[config.mk]
export PLATFORM = sky130hd
export DESIGN_NAME = frac_rt_counter
export DESIGN_NICKNAME = d
export VERILOG_FILES = /design/src/rtl/frac_rt_pkg.sv /design/src/rtl/frac_rt_regs.sv /design/src/rtl/frac_rt_accum.sv /design/src/rtl/frac_rt_tick.sv /design/src/rtl/frac_rt_counter.sv
export SDC_FILE = /design/constraint.sdc
export NUM_CORES = 1
export LEC_CHECK = 0
export BUFFER_PORTS_ARGS = -buffer_cell sky130_fd_sc_hd__buf_2
export CAP_MARGIN = 25
export CORE_MARGIN = 3
export CORE_UTILIZATION = 55
export CTS_BUF_LIST = sky130_fd_sc_hd__clkbuf_16
export CTS_CLUSTER_DIAMETER = 60
export CTS_CLUSTER_SIZE = 8
export DETAILED_ROUTE_END_ITERATION = 10
export HOLD_SLACK_MARGIN = 0.02
export MAX_ROUTING_LAYER = met4
export PLACE_DENSITY = 0.8
export SLEW_MARGIN = 40
export SYNTH_ARGS = -nofsm -noshare
export SYNTH_HDL_FRONTEND = slang
export SYNTH_SLANG_ARGS = --single-unit
[constraint.sdc]
create_clock -name clk -period 6.95 [get_ports clk]
set_clock_uncertainty 0.05 [all_clocks]
set_input_delay 0.3475 -clock clk [delete_from_list [all_inputs] [get_ports clk]]
set_output_delay 0.3475 -clock clk [all_outputs]
set_load 0.03 [all_outputs]
[src/rtl/frac_rt_pkg.sv]
package frac_rt_pkg;

    localparam int FRAC_W = 12;
    localparam int REG_W  = 32;

    localparam logic [7:0] NUM_OFS = 8'h10;
    localparam logic [7:0] DEN_OFS = 8'h14;

    localparam logic [FRAC_W-1:0] NUM_RST = 12'd4;
    localparam logic [FRAC_W-1:0] DEN_RST = 12'd25;

    typedef struct packed {
        logic [FRAC_W-1:0] num;
        logic [FRAC_W-1:0] den;
    } ratio_t;

    // Make a written pair safe to count with: zero denominator -> 1,
    // numerator above denominator -> denominator.
    function automatic ratio_t sanitize(input logic [FRAC_W-1:0] n,
                                        input logic [FRAC_W-1:0] d);
        ratio_t r;
        r.den = (d == '0) ? FRAC_W'(1) : d;
        r.num = (n > r.den) ? r.den : n;
        return r;
    endfunction

    function automatic logic [REG_W-1:0] pad_field(input logic [FRAC_W-1:0] v);
        return {{(REG_W-FRAC_W){1'b0}}, v};
    endfunction

endpackage

[src/rtl/frac_rt_regs.sv]
module frac_rt_regs
    import frac_rt_pkg::*;
#(
    parameter int ADDR_W = 8
) (
    input  logic              clk,
    input  logic              rst,
    input  logic              wr_en,
    input  logic [ADDR_W-1:0] wr_addr,
    input  logic [REG_W-1:0]  wr_data,
    input  logic [ADDR_W-1:0] rd_addr,
    output logic [REG_W-1:0]  rd_data,
    output ratio_t            active,
    output logic              reload
);
    localparam logic [ADDR_W-1:0] A_NUM = ADDR_W'(NUM_OFS);
    localparam logic [ADDR_W-1:0] A_DEN = ADDR_W'(DEN_OFS);

    logic [FRAC_W-1:0] num_q;
    logic [FRAC_W-1:0] den_q;
    logic              hit_num;

    assign hit_num = wr_en && (wr_addr == A_NUM);
    assign reload  = wr_en && (wr_addr == A_DEN);

    always_ff @(posedge clk) begin
        if (rst) begin
            num_q  <= NUM_RST;
            den_q  <= DEN_RST;
            active <= sanitize(NUM_RST, DEN_RST);
        end else begin
            if (hit_num) num_q <= wr_data[FRAC_W-1:0];
            if (reload) begin
                den_q  <= wr_data[FRAC_W-1:0];
                active <= sanitize(num_q, wr_data[FRAC_W-1:0]);
            end
        end
    end

    always_comb begin
        if (rd_addr == A_NUM)      rd_data = pad_field(num_q);
        else if (rd_addr == A_DEN) rd_data = pad_field(den_q);
        else                       rd_data = '0;
    end

    // a numerator-only write must not disturb the ratio in use
    assert_num_staged_R5: assert property (@(posedge clk) disable iff (rst)
        (hit_num && !reload) |=> $stable(active));

    // the active ratio is always usable
    assert_ratio_sane_R7: assert property (@(posedge clk) disable iff (rst)
        (active.den != '0) && (active.num <= active.den));

endmodule

[src/rtl/frac_rt_accum.sv]
module frac_rt_accum
    import frac_rt_pkg::*;
(
    input  logic   clk,
    input  logic   rst,
    input  ratio_t active,
    input  logic   reload,
    output logic   tick
);
    logic [FRAC_W-1:0] acc_q;
    logic [FRAC_W:0]   sum;
    logic              reached;

    assign sum     = {1'b0, acc_q} + {1'b0, active.num};
    assign reached = (sum >= {1'b0, active.den});
    assign tick    = reached && !reload;

    always_ff @(posedge clk) begin
        if (rst || reload) begin
            acc_q <= '0;
        end else if (reached) begin
            acc_q <= FRAC_W'(sum - {1'b0, active.den});
        end else begin
            acc_q <= sum[FRAC_W-1:0];
        end
    end

    // remainder stays below the denominator
    assert_acc_below_den_R2: assert property (@(posedge clk) disable iff (rst)
        acc_q < active.den);

    // reload leaves a clean accumulator
    assert_reload_clears_R6: assert property (@(posedge clk) disable iff (rst)
        reload |=> (acc_q == '0));

endmodule

[src/rtl/frac_rt_tick.sv]
module frac_rt_tick #(
    parameter int CNT_W = 64
) (
    input  logic             clk,
    input  logic             rst,
    input  logic             tick,
    output logic [CNT_W-1:0] count
);
    always_ff @(posedge clk) begin
        if (rst) count <= '0;
        else if (tick) count <= count + CNT_W'(1);
    end

    // never more than one step per clock
    assert_single_step_R3: assert property (@(posedge clk) disable iff (rst)
        (count == $past(count)) || (count == $past(count) + CNT_W'(1)));

    // reset clears the count
    assert_reset_zero_R1: assert property (@(posedge clk)
        rst |=> (count == '0));

endmodule

[src/rtl/frac_rt_counter.sv]
module frac_rt_counter
    import frac_rt_pkg::*;
#(
    parameter int ADDR_W = 8,
    parameter int CNT_W  = 64
) (
    input  logic              clk,
    input  logic              rst,
    input  logic              wr_en,
    input  logic [ADDR_W-1:0] wr_addr,
    input  logic [31:0]       wr_data,
    input  logic [ADDR_W-1:0] rd_addr,
    output logic [31:0]       rd_data,
    output logic [CNT_W-1:0]  tick_count
);
    ratio_t active;
    logic   reload;
    logic   tick;

    frac_rt_regs #(.ADDR_W(ADDR_W)) u_regs (
        .clk     (clk),
        .rst     (rst),
        .wr_en   (wr_en),
        .wr_addr (wr_addr),
        .wr_data (wr_data),
        .rd_addr (rd_addr),
        .rd_data (rd_data),
        .active  (active),
        .reload  (reload)
    );

    frac_rt_accum u_accum (
        .clk    (clk),
        .rst    (rst),
        .active (active),
        .reload (reload),
        .tick   (tick)
    );

    frac_rt_tick #(.CNT_W(CNT_W)) u_tick (
        .clk   (clk),
        .rst   (rst),
        .tick  (tick),
        .count (tick_count)
    );

endmodule

==> results.yml <==
status:
  status: "completed"
die:
  die_h_microns: 120
  dieArea_sq_um: 14300
  core_sq_um: 12300
  start_util_pct: 57.6
  die_w_microns: 120
  rows: 40
  ios: 147
logic_synthesis:
  synth_ff_type: "dfxtp_1"
  synth_area_sq_um: 7090
  yosysWarnings: 0
  synthDistinctLibCells: 58
  ys_seq_area_share_pct: 35.0
  synth_seq_cells: 124
  synth-edff-count: 0
  synth_area_per_cell_sq_um: 8.35
  postSynthCellCount: 850
  synth_async_sr_flop_share_pct: 0
setup_path:
  required_ps: 7160
  r2r_cells: 15
  crit_path_end_kind: "flop"
  crit_path_max_fanout: 54
  critPathKind: "reg2reg"
  cp-start-kind: "flop"
  reg2reg_slack_ps: 2510
  worstPathArrival_ps: 4650
global_route:
  grt_pass1_wl_mm: 28.8
  grt_pass1_vias: 6048
  grt_usage_pct: 24.9
  grt_max_degree: 77
  grt-ovfl-total: 0
  antenna_found_initial: 0
sta:
  setup_tns_ps: 0
  holdWs_ps: 155
  hold_viol_final: 0
  slew_violations: 0
  worst_pin_slew_ps: 812
  rsz0062_at_grt: "false"
  layout_min_cycle_time_ps: 4440
  max_slew_margin_pct: 45.8
  setup_slack_ps: 2510
  setup_viol: 0
  max_freq_mhz: 225
  finalCritPeriodShare_pct: 63.9
clocking:
  clk_pin_slew_ps: 50
  cts_max_level: 4
  clockRootBuffer: "clkbuf_16"
  cts_hold_buf: 0
  clockBufferDepth: 2
  clkSinkCount: 124
  ctsResizeCount: 0
  tritoncts: "built"
  cts_setup_buffers: 0
  cts_made_buffers: 17
  clock_latency_ps: 410
route:
  vias_per_cell: 5.74
  route.detailed.drc: 0
  drt_iter0_markers: 673
  vias: 6422
  wl_per_cell_microns: 15.3
  totalWireLength_mm: 17.1
  dr.pass1.iters: 5
  detail-route-antenna-nets: 0
placed_design:
  hpwl_mm: 11.5
  routabilityCongestion: 0.829
  numPortBuffers: 106
  place_ws_ps: 2580
min_path:
  min_path_cells: 3
  hold_class: "in2reg"
power_and_ir_drop:
  p_leak_nw: 3.29
  pwr_density_cell_nw_per_um2: 292
  ir_worst_vdd_mv: 0.321
finish:
  syn_to_final_growth_pct: 15.9
  nets: 1028
  fillers: 1006
  multi_input_area_sq_um: 4180
  drive_above_1_share_pct: 16.2
  ff_latch_area_sq_um: 2480
  antenna_cells: 0
  final_core_util_pct: 66.8
flow_run:
  cap_violations: 0
[final cells by class]
cell class / instances / area share [%]
clock buffers: 17 / 5.17
clock inverters: 14 / 1.98
inverters: 44 / 2.01
multi-input cells: 637 / 50.9
flip-flops and latches: 124 / 30.2
well taps: 168 / 2.56
repair buffers: 114 / 7.21
[final timing paths]
kind / start / end
hold reg to reg: u_regs.den_q[3] / u_regs.den_q[3]
hold / removal: wr_data[0] / u_regs.den_q[0]
setup / recovery: u_regs.active[12] / u_tick.count[51]
setup reg to reg: u_regs.active[12] / u_tick.count[51]
[cells by family (layout without fill, tap and decap cells)]
| logic type | Yosys count | in the layout | synth area share [%] |
|---|---|---|---|
| and+or+nand+nor | 290 | 290 | 19.2 |
| AOI/OAI and AO/OA | 183 | 183 | 18.1 |
| DFF | 124 | 124 | 35.0 |
| buffers and inverters | 108 | 189 | 7.05 |
| xor gates and xnor gates | 72 | 72 | 8.89 |
| adders and majority gates | 39 | 39 | 7.09 |
| muxes | 33 | 33 | 4.66 |
| other | 1 | 20 | 0.0529 |
[per-stage QoR]
stage	area (sq um)	cells	power, mW
finish	8220	1118	2.40
global route	8220	1118	2.53
detailed placement	7630	1087	1.51
CTS	8220	1118	2.41
floorplan	7170	869	1.39
global placement	7630	1087	1.50
[Yosys cell counts, types with 6 or more instances]
library cell  count  area [sq um]
a2111oi_0        28           245
a211oi_1         26           195
a21o_1            7          52.6
a21oi_1          63           315
and3_1           10          62.6
and4_1            9          78.8
buf_2            10          50.1
buf_4            22           165
clkbuf_1         28           105
dfxtp_1         124          2480
ha_1             37           463
inv_1            44           165
mux2i_1          33           330
nand2_1          93           349
nand3_1          24           120
nand4_1          12          75.1
nor2_1          102           383
nor3_1            7          35.0
nor4_1            7          43.8
o21ai_0          15          75.1
or4_1             6          45.0
xnor2_1          65           569
xor2_1            7          61.3
[per-layer routing]
metal  part of all wire, %  vias to the layer above  global-route usage [%]
met5                     0                        -                       -
li1                      -                     3151                       -
met2                    49                      215                    40.4
met1                    43                     3026                    31.1
met3                   6.0                       30                    5.70
met4                   1.6                        0                    7.30
[power by group]
part           switching [mW]  total (mW)  internal [mW]
clock                   0.301       0.887          0.586
combinational           0.499       0.751          0.252
sequential             0.0173       0.763          0.746
[critical path: stages, from the launching register on]
cell	delay, ps
dfxtp_1	310
ha_1	250
fa_1	440
a211oi_1	290
o21ai_1	170
o31ai_2	360
o21ai_0	170
xor2_1	180
ha_1	360
o21a_1	150
o21ai_0	110
a31o_2	240
buf_4	310
a2111oi_2	620
a31o_1	220
a21oi_1	50
[flip-flops by register name, indices dropped and copies added, names as in the netlist]
signal,count
u_tick.count,64
u_regs.num_q,12
u_regs.den_q,12
u_accum.acc_q,12
u_regs.active,24
[cell usage in the layout, fill, tap and decap left out, drive strengths merged, types with 20 or more instances in the layout]
master / synthesis / final
nand2: 94 / 94
inv: 44 / 48
xnor2: 65 / 65
a2111oi: 37 / 37
nand3: 24 / 24
mux2i: 33 / 33
buf: 36 / 114
dfxtp: 124 / 124
a21oi: 63 / 63
a211oi: 28 / 28
ha: 37 / 37
nor2: 102 / 102
conb: 1 / 20
(Power assumes the default switching activity.)
